$ cat src/rtl/pio_seq_pkg.sv
// Shared types for the PIO cycle sequencer.
// Assumes byte-wide timing fields packed into 32-bit words.
package pio_seq_pkg;

    localparam int FIELD_W = 8;
    localparam int WORD_W  = 32;

    // Bus phases of one access, in the order they are visited.
    typedef enum logic [2:0] {
        PH_IDLE,
        PH_LEAD,
        PH_SETUP,
        PH_STROBE,
        PH_HOLD,
        PH_RELEASE
    } pio_phase_e;

    // Clamped cycle counts, one per timing field.
    typedef struct packed {
        logic [FIELD_W-1:0] t_release;
        logic [FIELD_W-1:0] t_lead;
        logic [FIELD_W-1:0] t_setup;
        logic [FIELD_W-1:0] t_wr_pulse;
        logic [FIELD_W-1:0] t_rd_pulse;
        logic [FIELD_W-1:0] t_rdy_point;
        logic [FIELD_W-1:0] t_capture;
        logic [FIELD_W-1:0] t_data_hold;
        logic [FIELD_W-1:0] t_addr_hold;
    } pio_tmg_t;

    // A zero count still occupies one cycle.
    function automatic logic [FIELD_W-1:0] at_least_one(input logic [FIELD_W-1:0] v);
        return (v == '0) ? FIELD_W'(1) : v;
    endfunction

    function automatic logic [FIELD_W-1:0] max_cnt(input logic [FIELD_W-1:0] a,
                                                   input logic [FIELD_W-1:0] b);
        return (a > b) ? a : b;
    endfunction

endpackage

$ cat src/rtl/pio_iordy_sync.sv
// Multi-flop synchroniser for the asynchronous IORDY line.
// Assumes STAGES >= 2; resets to "ready" so no stall follows reset.
module pio_iordy_sync #(
    parameter int STAGES = 2
) (
    input  logic clk,
    input  logic rst_n,
    input  logic async_in,
    output logic sync_out
);
    logic [STAGES-1:0] chain_q;

    // Shift the raw level through the flop chain.
    always_ff @(posedge clk) begin
        if (!rst_n) chain_q <= '1;
        else        chain_q <= {chain_q[STAGES-2:0], async_in};
    end

    assign sync_out = chain_q[STAGES-1];
endmodule

$ cat src/rtl/pio_tmg_unpack.sv
// Splits the three timing words into byte fields and clamps zero to one.
// Assumes the words are static for the duration of an access.
module pio_tmg_unpack
    import pio_seq_pkg::*;
(
    input  logic [WORD_W-1:0] word0,
    input  logic [WORD_W-1:0] word1,
    input  logic [WORD_W-1:0] word2,
    output pio_tmg_t          tmg
);
    logic [FIELD_W-1:0] raw [9];
    logic [FIELD_W-1:0] clamped [9];
    logic               unused_w2_hi;

    assign raw[0] = word0[7:0];
    assign raw[1] = word0[15:8];
    assign raw[2] = word0[23:16];
    assign raw[3] = word0[31:24];
    assign raw[4] = word1[7:0];
    assign raw[5] = word1[15:8];
    assign raw[6] = word1[23:16];
    assign raw[7] = word1[31:24];
    assign raw[8] = word2[7:0];
    assign unused_w2_hi = ^word2[WORD_W-1:FIELD_W];

    for (genvar i = 0; i < 9; i++) begin : g_clamp
        assign clamped[i] = at_least_one(raw[i]);
    end

    assign tmg.t_release   = clamped[0];
    assign tmg.t_lead      = clamped[1];
    assign tmg.t_setup     = clamped[2];
    assign tmg.t_wr_pulse  = clamped[3];
    assign tmg.t_rd_pulse  = clamped[4];
    assign tmg.t_rdy_point = clamped[5];
    assign tmg.t_capture   = clamped[6];
    assign tmg.t_data_hold = clamped[7];
    assign tmg.t_addr_hold = clamped[8];
endmodule

$ cat src/rtl/pio_phase_ctrl.sv
// Phase sequencer: steps lead-in, setup, strobe, hold and release,
// each for its programmed count, with an IORDY stall inside the strobe.
// Assumes start is only raised while the phase is idle.
module pio_phase_ctrl
    import pio_seq_pkg::*;
(
    input  logic               clk,
    input  logic               rst_n,
    input  logic               start,
    input  logic               is_write,
    input  pio_tmg_t           tmg,
    input  logic               iordy_en,
    input  logic               iordy_ok,
    output pio_phase_e         phase,
    output logic [FIELD_W-1:0] cnt,
    output logic               capture,
    output logic               done
);
    logic [FIELD_W-1:0] len;
    logic [FIELD_W-1:0] hold_len;
    logic               stall;
    logic               last;
    pio_phase_e         nxt_phase;

    // Hold covers the address hold and the direction's own trailing need.
    always_comb begin
        hold_len = max_cnt(tmg.t_addr_hold, is_write ? tmg.t_data_hold : tmg.t_capture);
    end

    // Length of the current phase and the phase that follows it.
    always_comb begin
        len       = FIELD_W'(1);
        nxt_phase = PH_IDLE;
        case (phase)
            PH_LEAD:    begin len = tmg.t_lead;    nxt_phase = PH_SETUP;   end
            PH_SETUP:   begin len = tmg.t_setup;   nxt_phase = PH_STROBE;  end
            PH_STROBE:  begin
                len       = is_write ? tmg.t_wr_pulse : tmg.t_rd_pulse;
                nxt_phase = PH_HOLD;
            end
            PH_HOLD:    begin len = hold_len;      nxt_phase = PH_RELEASE; end
            PH_RELEASE: begin len = tmg.t_release; nxt_phase = PH_IDLE;    end
            default:    begin len = FIELD_W'(1);   nxt_phase = PH_IDLE;    end
        endcase
    end

    // Freeze the strobe at the sample point while the drive is not ready.
    assign stall   = (phase == PH_STROBE) && iordy_en && !iordy_ok && (cnt == tmg.t_rdy_point);
    assign last    = (cnt == len - FIELD_W'(1));
    assign capture = (phase == PH_HOLD) && !is_write && (cnt == tmg.t_capture - FIELD_W'(1));

    // Advance the phase counter and step phases; pulse done on the way to idle.
    always_ff @(posedge clk) begin
        if (!rst_n) begin
            phase <= PH_IDLE;
            cnt   <= '0;
            done  <= 1'b0;
        end else begin
            done <= 1'b0;
            if (phase == PH_IDLE) begin
                cnt <= '0;
                if (start) phase <= PH_LEAD;
            end else if (!stall) begin
                if (last) begin
                    phase <= nxt_phase;
                    cnt   <= '0;
                    done  <= (phase == PH_RELEASE);
                end else begin
                    cnt <= cnt + FIELD_W'(1);
                end
            end
        end
    end
endmodule

$ cat src/rtl/pio_cycle_seq.sv
// Top of the PIO cycle sequencer: takes a request, latches it, runs the
// phase sequencer and decodes bus lines from the registered phase.
// Assumes CS_W chip selects addressed by the top request address bits.
module pio_cycle_seq
    import pio_seq_pkg::*;
#(
    parameter int DATA_W      = 16,
    parameter int ADDR_W      = 3,
    parameter int CS_W        = 2,
    parameter int SYNC_STAGES = 2,
    localparam int SEL_W      = (CS_W > 1) ? $clog2(CS_W) : 1,
    localparam int REQ_AW     = ADDR_W + SEL_W
) (
    input  logic              clk,
    input  logic              rst_n,
    input  logic              req_valid,
    input  logic              req_write,
    input  logic [REQ_AW-1:0] req_addr,
    input  logic [DATA_W-1:0] req_wdata,
    output logic              busy,
    output logic              done,
    output logic [DATA_W-1:0] rd_data,
    input  logic [31:0]       tmg_word0,
    input  logic [31:0]       tmg_word1,
    input  logic [31:0]       tmg_word2,
    input  logic              iordy_en,
    output logic [CS_W-1:0]   bus_cs_n,
    output logic [ADDR_W-1:0] bus_addr,
    output logic              bus_rd_n,
    output logic              bus_wr_n,
    output logic [DATA_W-1:0] bus_d_out,
    output logic              bus_d_oe,
    input  logic [DATA_W-1:0] bus_d_in,
    input  logic              bus_iordy
);
    pio_tmg_t           tmg;
    pio_phase_e         phase;
    logic [FIELD_W-1:0] cnt;
    logic               capture;
    logic               iordy_ok;
    logic               start;
    logic               wr_q;
    logic [SEL_W-1:0]   sel_q;
    logic [ADDR_W-1:0]  addr_q;
    logic [DATA_W-1:0]  wdata_q;
    logic               addr_valid;
    logic               strobe_on;

    pio_tmg_unpack u_unpack (
        .word0 (tmg_word0),
        .word1 (tmg_word1),
        .word2 (tmg_word2),
        .tmg   (tmg)
    );

    pio_iordy_sync #(.STAGES(SYNC_STAGES)) u_sync (
        .clk      (clk),
        .rst_n    (rst_n),
        .async_in (bus_iordy),
        .sync_out (iordy_ok)
    );

    pio_phase_ctrl u_ctrl (
        .clk      (clk),
        .rst_n    (rst_n),
        .start    (start),
        .is_write (wr_q),
        .tmg      (tmg),
        .iordy_en (iordy_en),
        .iordy_ok (iordy_ok),
        .phase    (phase),
        .cnt      (cnt),
        .capture  (capture),
        .done     (done)
    );

    assign busy  = (phase != PH_IDLE);
    assign start = req_valid && !busy;

    // Hold the accepted request for the whole access.
    always_ff @(posedge clk) begin
        if (!rst_n) begin
            wr_q    <= 1'b0;
            sel_q   <= '0;
            addr_q  <= '0;
            wdata_q <= '0;
        end else if (start) begin
            wr_q    <= req_write;
            sel_q   <= req_addr[REQ_AW-1:ADDR_W];
            addr_q  <= req_addr[ADDR_W-1:0];
            wdata_q <= req_wdata;
        end
    end

    // Latch the bus word at the programmed capture cycle.
    always_ff @(posedge clk) begin
        if (!rst_n)       rd_data <= '0;
        else if (capture) rd_data <= bus_d_in;
    end

    // Address window spans setup, strobe and the address-hold part of hold.
    always_comb begin
        addr_valid = (phase == PH_SETUP) || (phase == PH_STROBE) ||
                     ((phase == PH_HOLD) && (cnt < tmg.t_addr_hold));
        strobe_on  = (phase == PH_STROBE);
        bus_d_oe   = wr_q && ((phase == PH_SETUP) || (phase == PH_STROBE) ||
                              ((phase == PH_HOLD) && (cnt < tmg.t_data_hold)));
    end

    for (genvar i = 0; i < CS_W; i++) begin : g_cs
        assign bus_cs_n[i] = !(addr_valid && (sel_q == SEL_W'(i)));
    end

    assign bus_addr  = addr_valid ? addr_q : '0;
    assign bus_rd_n  = !(strobe_on && !wr_q);
    assign bus_wr_n  = !(strobe_on && wr_q);
    assign bus_d_out = bus_d_oe ? wdata_q : '0;
endmodule

$ cat config.mk
export PLATFORM = sky130hd
export DESIGN_NAME = pio_cycle_seq
export DESIGN_NICKNAME = d
export VERILOG_FILES = /design/src/rtl/pio_seq_pkg.sv /design/src/rtl/pio_iordy_sync.sv /design/src/rtl/pio_tmg_unpack.sv /design/src/rtl/pio_phase_ctrl.sv /design/src/rtl/pio_cycle_seq.sv
export SDC_FILE = /design/constraint.sdc
export NUM_CORES = 1
export LEC_CHECK = 0
export BUFFER_PORTS_ARGS = -buffer_cell sky130_fd_sc_hd__buf_2
export CORE_MARGIN = 3
export CORE_UTILIZATION = 53
export DETAILED_ROUTE_END_ITERATION = 8
export GPL_ROUTABILITY_DRIVEN = 0
export HOLD_SLACK_MARGIN = 0.08
export PLACE_DENSITY = 0.95
export SYNTH_ARGS = -nofsm -noshare
export SYNTH_HDL_FRONTEND = slang
export SYNTH_SLANG_ARGS = --single-unit
$ cat constraint.sdc
create_clock -name clk -period 7.21 [get_ports clk]
set_input_delay 0 -clock clk [delete_from_list [all_inputs] [get_ports clk]]
set_output_delay 0 -clock clk [all_outputs]
set_load 0.01 [all_outputs]
== Word-level counts from Yosys, hierarchy flattened ==
Cells that the tools add are included.

* Register bits after elaboration: 51
* Input bits: 138
* Output and inout port bits: 42
* Word-level logic and storage cells: 87

* Add/subtract/negate cells: 3
* $lt $le $gt $ge: 3
* Eq/ne operators: 10
* Muxes and demuxes: 21
* Bitwise operators: 3
* Reduce and logical (&&, ||, !) cells: 38

{| class="wikitable"
|+ Operators by type and width
! operator !! count
|-
| $mux W8 || 13
|-
| $logic_not A8 Y1 || 9
|-
| $pmux W8 S5 || 1
|-
| $eq A8 B8 Y1 || 3
|-
| $lt A8 B8 Y1 || 2
|-
| $mux W16 || 1
|-
| $sub A8 B1 Y8 const B || 2
|-
| $mux W3 || 5
|-
| $logic_and A1 B1 Y1 || 13
|-
| $pmux W3 S4 || 1
|-
| $add A8 B1 Y8 const B || 1
|-
| $gt A8 B8 Y1 || 1
|-
| $logic_not A1 Y1 || 7
|-
| $eq A3 B2 Y1 const B || 2
|-
| $eq A3 B3 Y1 const B || 2
|-
| $ne A2 B2 Y1 const B || 2
|-
| $reduce_or A4 Y1 || 1
|-
| $eq A3 B1 Y1 const B || 1
|-
| $logic_not A3 Y1 || 1
|-
| $logic_or A1 B1 Y1 || 3
|-
| $not A1 Y1 || 3
|-
| $reduce_and A3 Y1 || 1
|-
| $reduce_bool A3 Y1 || 1
|-
| $reduce_bool A2 Y1 || 1
|-
| $reduce_or A2 Y1 || 1
|}

== Logic depth before layout (Yosys ltp) ==
Gate-level depths: netlist of the first run.

* Depth after elaboration: 11
* Mapped depth: 22
* Depth with buffers taken out: 22

== Cells and area by module ==
Synthesis of the first run repeated with hierarchy kept, for this count alone.

* Cells, all modules: 656
* Area, all modules: 4936.0 µm²

{| class="wikitable"
|+ Modules (own cells, without submodules)
! module !! instances !! cells an instance !! area each (µm²) !! seq. area each (µm²)
|-
| pio_phase_ctrl || 1 || 296 || 2253.4 || 240.2
|-
| pio_cycle_seq || 1 || 266 || 2168.3 || 740.7
|-
| pio_tmg_unpack || 1 || 90 || 461.7 || 0.0
|-
| pio_iordy_sync || 1 || 4 || 52.6 || 40.0
|}

== Worst setup path after synthesis of the first run ==
Ideal clock, no wire load.

* Path kind: flip-flop to flip-flop
* Start point: register wr_q
* End point: register u_ctrl.phase[0]
* Library setup time: 115 ps
* Arrival time: 4089 ps
* Required time: 7095 ps
* Setup slack: 3006 ps
* Stages on the path, launching flop included: 16
* Path buffers: 2
* Period minus slack after synthesis: 4204 ps
* Cells stage by stage: dfxtp_1 > buf_2 > buf_2 > mux2i_1 > ha_1 > nor2b_1 > o211ai_2 > a21oi_1 > o2111a_1 > o21ai_0 > nand4_2 > or4_4 > a221oi_2 > nand4_2 > mux2i_1 > o21a_1

* Word-level cells in the longest chain between the ends: 8
* Elaborated cells on any way between the ends: 9
* Classes of those cells: add/sub: 1; order compare: 1; eq/ne: 1; mux: 4; reduce/logical: 2

{| class="wikitable"
|+ RTL lines
! element !! RTL line !! source
|-
| start: declaration || pio_cycle_seq.sv:42 || <nowiki>logic wr_q;</nowiki>
|-
| start signal: assignment || pio_cycle_seq.sv:88 || <nowiki>wr_q <= req_write;</nowiki>
|-
| $mux W8 || pio_phase_ctrl.sv:27 || <nowiki>hold_len = max_cnt(tmg.t_addr_hold, is_write ? tmg.t_data_hold : tmg.t_capture);</nowiki>
|-
| $gt A8 B8 Y1 || pio_seq_pkg.sv:38 || <nowiki>return (a > b) ? a : b;</nowiki>
|-
| $mux W8 || pio_seq_pkg.sv:38 ||
|-
| $pmux W8 S5 * || pio_phase_ctrl.sv:34 || <nowiki>case (phase)</nowiki>
|-
| $sub A8 B1 Y8 * || pio_phase_ctrl.sv:49 || <nowiki>assign last = (cnt == len - FIELD_W'(1));</nowiki>
|-
| $eq A8 B8 Y1 * || pio_phase_ctrl.sv:49 ||
|-
| $reduce_bool A2 Y1 (no source line) * || n/a ||
|-
| $reduce_and A3 Y1 (no source line) * || n/a ||
|-
| end signal: assignment || pio_phase_ctrl.sv:65 || <nowiki>phase <= nxt_phase;</nowiki>
|-
| end: declaration || pio_phase_ctrl.sv:14 || <nowiki>output pio_phase_e phase,</nowiki>
|}

Every way passes the cells marked *; elsewhere a longest branch is shown, timed or not.
A chain may end at the register's enable or synchronous reset.

== Worst setup path in the final report of the first run ==
* Start point: register wr_q
* End point: register u_ctrl.cnt[0]

* Word-level cells in the longest chain between the ends: 7
* Elaborated cells on any way between the ends: 8
* Classes of those cells: add/sub: 1; order compare: 1; eq/ne: 1; mux: 5

{| class="wikitable"
|+ RTL lines
! element !! RTL line !! source
|-
| $mux W8 || pio_phase_ctrl.sv:27 ||
|-
| $gt A8 B8 Y1 || pio_seq_pkg.sv:38 ||
|-
| $mux W8 || pio_seq_pkg.sv:38 ||
|-
| $pmux W8 S5 * || pio_phase_ctrl.sv:34 ||
|-
| $sub A8 B1 Y8 * || pio_phase_ctrl.sv:49 ||
|-
| $eq A8 B8 Y1 * || pio_phase_ctrl.sv:49 ||
|-
| $mux W8 * || pio_phase_ctrl.sv:64 || <nowiki>if (last) begin</nowiki>
|-
| end signal: assignment || pio_phase_ctrl.sv:69 || <nowiki>cnt <= cnt + FIELD_W'(1);</nowiki>
|-
| end: declaration || pio_phase_ctrl.sv:15 || <nowiki>output logic [FIELD_W-1:0] cnt,</nowiki>
|}

Marks and branches as above.

==> results of run 1 <==
-- worst max-delay path, stage by stage, from the launching register on --
cell      delay [ps]
dfxtp_1          700
mux2i_1          420
ha_1             340
a21oi_1          380
a21oi_1          270
o2111a_1         330
o21ai_0          570
nand4_2          230
or4_4            560
a221oi_2         370
nand4_2          250
nand3_1          310
a211oi_1          90
-- layer usage --
metal,up-vias,global-route usage
met2,257,0.534
met1,2252,0.337
met5,-,0
met4,0,0.147
met3,62,0.0766
li1,2250,-
-- power by group --
group	switching, uW	total (uW)	internal, uW
Sequential	37.2	348	310
Combinational	289	501	212
Clock	97.2	166	68.6
Total	424	1010	591
-- layout make-up --
type / instances / area share
multi-input cells: 430 / 0.542
repair buffers: 195 / 0.215
clock buffers: 5 / 0.0126
well taps: 102 / 0.0234
clock inverters: 3 / 0.00344
flip-flops and latches: 51 / 0.187
inverters: 25 / 0.0172
-- metrics by stage --
step | hold slack (ps) | power, uW
after floorplan | 73.0 | 703
after global placement | 190 | 797
after detailed placement | 211 | 823
after CTS | 86.3 | 1010
after global routing | 98.7 | 1080
final | 80.9 | 1010
-- cell usage after synthesis (8+ instances only) --
| cell type | instances |
|---|---|
| a21boi_0 | 22 |
| nand3_1 | 12 |
| clkbuf_1 | 21 |
| dfxtp_1 | 51 |
| a21oi_1 | 19 |
| nor2b_1 | 28 |
| and2_1 | 18 |
| nor4_1 | 14 |
| xnor2_1 | 13 |
| inv_1 | 24 |
| xor2_1 | 15 |
| a211oi_1 | 8 |
| o21a_1 | 13 |
| mux2i_1 | 32 |
| o21ai_0 | 20 |
| nand2_1 | 66 |
| nor2_1 | 30 |
| nor3_1 | 13 |
| ha_1 | 26 |
-- worst paths after layout --
check / start / endpoint / slack [ps] / cells after the start
hold reg to reg: u_sync.chain_q[0] / u_sync.chain_q[1] / 430 / 1
setup reg to reg: wr_q / u_ctrl.cnt[0] / 2260 / 12
hold / removal: tmg_word1[8] / u_ctrl.cnt[0] / 80 / 3
setup / recovery: wr_q / u_ctrl.cnt[0] / 2260 / 12
-- registers in the layout (all words and copies together) (netlist names), named ones only --
| name | cells |
|---|---|
| addr_q | 3 |
| u_ctrl.phase | 2 |
| u_sync.chain_q | 2 |
| wr_q | 1 |
| rd_data | 16 |
| sel_q | 1 |
| wdata_q | 16 |
| u_ctrl.cnt | 8 |
| u_ctrl.done | 1 |
-- cell usage in the layout (no fill, tap or decap), types with 14 or more instances in the layout --
cell type,instances
nor2b_1,28
dfxtp_1,51
nand2_1,66
a21boi_0,22
mux2i_1,32
ha_1,26
dlygate4sd3_1,38
xor2_1,15
a21oi_1,18
and2_1,18
nor4_1,14
o21ai_0,20
nor2_1,30
buf_2,155
inv_1,24
-- kinds of logic after synthesis --
family,count (synthesis),share of synthesized area
mux,34,0.0801
xor+xnor,28,0.0573
buf+inv,58,0.0716
simple gates,217,0.263
fa+ha+maj,26,0.0760
flops,51,0.239
compound gates,125,0.213
-- timing repair --
item,in CTS,in global routing
resized for setup,0,0
endpoints found under the hold margin,38,0
buffers inserted,0,0
hold buffers,38,0
==> metrics, run 1 <==
HP Class in -> reg; CP Data Arrival Time 5120 ps; Async SR Flop Fraction 0; Synth area leaders dfxtp_1 24%, ha_1 7.6%, mux2i_1 7.5%, nand2_1 5.8%, nor2b_1 4.1%; post-layout min period 4950 ps; endpoints failing hold 0; Setup crit end kind flip-flop; RSZ-0062 raised after global routing false; max layer used met4; P per Cell Area 186 mW/mm^2; startpoint types flip-flop; Setup Crit Path Kind reg -> reg; max_slew headroom 0.210; Detailed Route Iter0 Violations 254; Final Skew 7.05 ps; Clock transition at path regs 90 ps; first-pass GRT wire length 22400 um; H-tree levels 2; # DRC 0; CTS tree built; WP data required 7370 ps; grt ovf 0; I/O pin cnt 180; Finished Core Util 0.702; multi-input logic area 0.00296 mm^2; Gate Count Post-Synth 539; status finished, final reports clean; root buffer cell clkbuf_8; Antenna diodes 0; filler cell count 604; count of cell types in the netlist 70; worst setup margin 2260 ps; vias per cell 5.94; largest net degree at the start of global routing 46; maxcap violations 0; Final period util 0.687; clk sink count 51; Leakage Power 0.00241 uW; Placed Instances 765; YS warnings 0; Synth top area share 0.239; syn avg cell area 7.94 um^2; number of global-route vias before repair 4954; layout cells sized above 1 0.268; sequential element share of the synthesized area 0.239; total negative slack 0 ps; Met2 Wirelength 6780 um; M1 wire length 5460 um; Final Cell Area 0.00546 mm^2; clk buf depth 2; die extent in x 95.9 um; die area 0.00919 mm^2; area delta synth->final 27.5%; core area 0.00777 mm^2; antenna violations before repair 0; via count 4821; dominant synthesized flop cell dfxtp_1; WL met3 1210 um; Post-Syn Nets 703; Nets 872; placed cell areas 0.00499 mm^2; Starting Density 0.551; Final Non-Filler Cells 811; TritonCTS Buffers 5; routed wire length 14000 um; overall routing resource usage 0.303; pre-CTS setup slack 2390 ps; final setup fails 0; area occupied by registers 0.00102 mm^2; Worst Path Max Fanout 11; count of flip-flops with a built-in enable after synthesis 0; Worst-Margin Slew 1190 ps; DP HPWL 10100 um; ANT nets after route 0; worst skew pair latency 300 ps; Chip Height 95.9 um; peak supply drop 0.000141 V; drt pass-1 iters 6; cell accounting for the most synthesized area dfxtp_1; row cnt 32; Yosys reg bits 51; Port Buf Inserts 155; Slew Limit Fails 0; WL per Instance 17.2 um; maximum clock rate 0.202 GHz; Synth Cell Area 0.00428 mm^2
(Power assumes the default switching activity.)
==> run 2: changes to the inputs <==
--- a/config.mk
+++ b/config.mk
@@ -7,11 +7,11 @@
 export LEC_CHECK = 0
 export BUFFER_PORTS_ARGS = -buffer_cell sky130_fd_sc_hd__buf_2
 export CORE_MARGIN = 3
-export CORE_UTILIZATION = 53
+export CORE_UTILIZATION = 49
 export DETAILED_ROUTE_END_ITERATION = 8
 export GPL_ROUTABILITY_DRIVEN = 0
 export HOLD_SLACK_MARGIN = 0.08
-export PLACE_DENSITY = 0.95
+export PLACE_DENSITY = 0.9
 export SYNTH_ARGS = -nofsm -noshare
 export SYNTH_HDL_FRONTEND = slang
 export SYNTH_SLANG_ARGS = --single-unit
==> constraint.sdc (replaced) <==
create_clock -name clk -period 5.18 [get_ports clk]
set_input_delay 0 -clock clk [delete_from_list [all_inputs] [get_ports clk]]
set_output_delay 0 -clock clk [all_outputs]
set_load 0.01 [all_outputs]
==> run 2 against run 1 <==
- sequential share of layout area is essentially flat
- critical path depth is the same
- critical path type unchanged
- non-clock buffer count grew 1
- design area grew 0.34%
- setup slack lost 1800 ps
- clock-buffer cell count grew 1
- flip-flop and latch count is the same
- global-route usage shrank 3.9 points
- sequential power grew 39%
==> metrics, run 2 (same netlist as run 1, synthesis figures left out) <==
Port Buf Inserts 155 (unchanged); WL per Instance 16.4 um (-5.0%); CP Data Arrival Time 4940 ps (-180 ps); Crit path largest cell delay 580 ps (-120 ps); maximum clock rate 0.212 GHz (+5.1%); clk sink count 51 (unchanged); area delta synth->final 28.0%; Antenna diodes 0 (unchanged); die area 0.00989 mm^2 (+7.6%); worst skew pair latency 300 ps (about the same); Final Skew 13.2 ps (+6.13 ps); Detailed Route Iter0 Violations 278 (+9.4%); RSZ-0062 raised after global routing false; Critical-path top delay cell o21ai_0; Finished Core Util 0.656 (-0.0460); peak supply drop 0.000207 V (+47%); Slew Limit Fails 0 (unchanged); CTS tree built; HP Class in -> reg; P per Cell Area 258 mW/mm^2 (+38%); number of global-route vias before repair 4822 (-2.7%); endpoints failing hold 0 (unchanged); worst setup margin 468 ps (-1790 ps); via count 4714 (-2.2%); Final period util 0.910 (+0.223); commonest non-fill, non-tap cell in the layout buf_2; met3 usage 0.0659 (-0.0107); post-layout min period 4710 ps (-240 ps); pre-CTS setup slack 359 ps (-2030 ps); status finished, final reports clean; setup bufs post-CTS 0 (unchanged); overall routing resource usage 0.264 (-0.0387); core area 0.00834 mm^2 (+7.4%); Worst-Margin Slew 1200 ps (+13.8 ps); filler cell count 703 (+16%); Reg2Reg Setup Slack 470 ps (-1790 ps); Top Usage Layer GRT met2; first-pass GRT wire length 21700 um (-3.1%); final setup fails 0 (unchanged); TritonCTS Buffers 5 (unchanged); Chip Height 99.5 um (+3.8%); Placed Instances 768 (+0.39%); met2 Resource Use GR 0.457 (-0.0767); Setup Crit Path Kind reg -> reg; vias per cell 5.79 (-2.6%); Clock transition at path regs 90 ps (about the same); Final Non-Filler Cells 814 (+0.37%); die extent in x 99.5 um (+3.8%); commonest non-fill, non-tap cells in the layout 155 x buf_2, 66 x nand2_1, 50 x dfxtp_1; ANT nets after route 0 (unchanged); Nets 873 (+0.11%); # DRC 0 (unchanged); DP HPWL 9960 um (-1.4%); clk buf depth 2 (unchanged); Setup crit end kind flip-flop; top flop regs rd_data x16, wdata_q x16, u_ctrl.cnt x8; M1 GR Usage 0.305 (-0.0321); I/O pin cnt 180 (unchanged); WP data required 5410 ps (-1960 ps); crit path cell chain mux2i_1 > ha_1 > a21oi_1 > a21oi_1 > o2111a_1 > o21ai_0 > nand4_2 > or4_4 > a221oi_2 > nand4_2 > or2_0 > a21boi_1; Leakage Power 0.00242 uW (+0.16%); antenna violations before repair 0 (unchanged); drt pass-1 iters 5 (-1); maxcap violations 0 (unchanged); H-tree levels 2 (unchanged); grt ovf 0 (unchanged); layout cells sized above 1 0.268 (unchanged); Worst Path Max Fanout 13 (+2); routed wire length 13300 um (-4.6%); root buffer cell clkbuf_8; row cnt 33 (+3.1%); Starting Density 0.513 (-0.0379); largest net degree at the start of global routing 46 (unchanged); startpoint types flip-flop; max_slew headroom 0.197 (-0.0129); total negative slack 0 ps (unchanged)
run 2: cell count changes in the layout (fill, tap and decap cells not counted):
cell           before  now
clkbuf_8            5    6
clkinv_2            2    0
dfxtp_1            51   50
dfxtp_2             0    1
dlygate4sd3_1      38   39
run 2: final timing paths:
path / startpoint / end / cells after the start
worst max-delay path: wr_q / flip-flop / 12
worst min-delay path: iordy_en / u_ctrl.cnt[1] / 5
worst max register to register: wr_q / flip-flop / 12
worst min register to register: u_sync.chain_q[0] / u_sync.chain_q[1] / 1
run 2: cell type report:
class                      count  area, um^2  share of cell area
tap                          105         131              0.0240
clock inverter                 1        8.76             0.00160
multi-input combinational    430        2960               0.540
inverter                      25        93.8              0.0171
clock buffer                   6        82.6              0.0151
sequential                    51        1020               0.187
timing repair buffer         196        1180               0.216
run 2: routing by layer:
metal  wire length [um]  share of wire
met1               5200           0.39
met2               6340           0.48
met3               1220          0.092
met4                568          0.043
met5                  0              0
run 2: timing repair:
item | 4_1_cts | 5_1_grt
hold buffers | 39 | 0
endpoints found under the setup margin | 0 | 10
endpoints found under the hold margin | 39 | 0
gates resized for setup | 0 | 1
run 2: worst max-delay path, delay by kind of cell, from the launching register on:
| kind | cells | cell delay [ps] |
|---|---|---|
| and+or+nand+nor | 4 | 1300 |
| muxes | 1 | 420 |
| DFF | 1 | 540 |
| adders and majority gates | 1 | 340 |
| AOI/OAI and AO/OA | 6 | 2020 |
run 2: report_power, final:
part | internal (uW) | switching [uW]
combinational | 296 | 394
sequential | 432 | 50.1
clock | 108 | 131
total | 836 | 574
run 2: through the flow:
stage | total power [uW] | area [um^2] | hold WS, ps
CTS | 1410 | 5470 | 152
global route | 1520 | 5480 | 195
floorplan | 978 | 4280 | 73.0
global placement | 1110 | 4990 | 191
finish | 1410 | 5480 | 159
detailed placement | 1140 | 4990 | 189
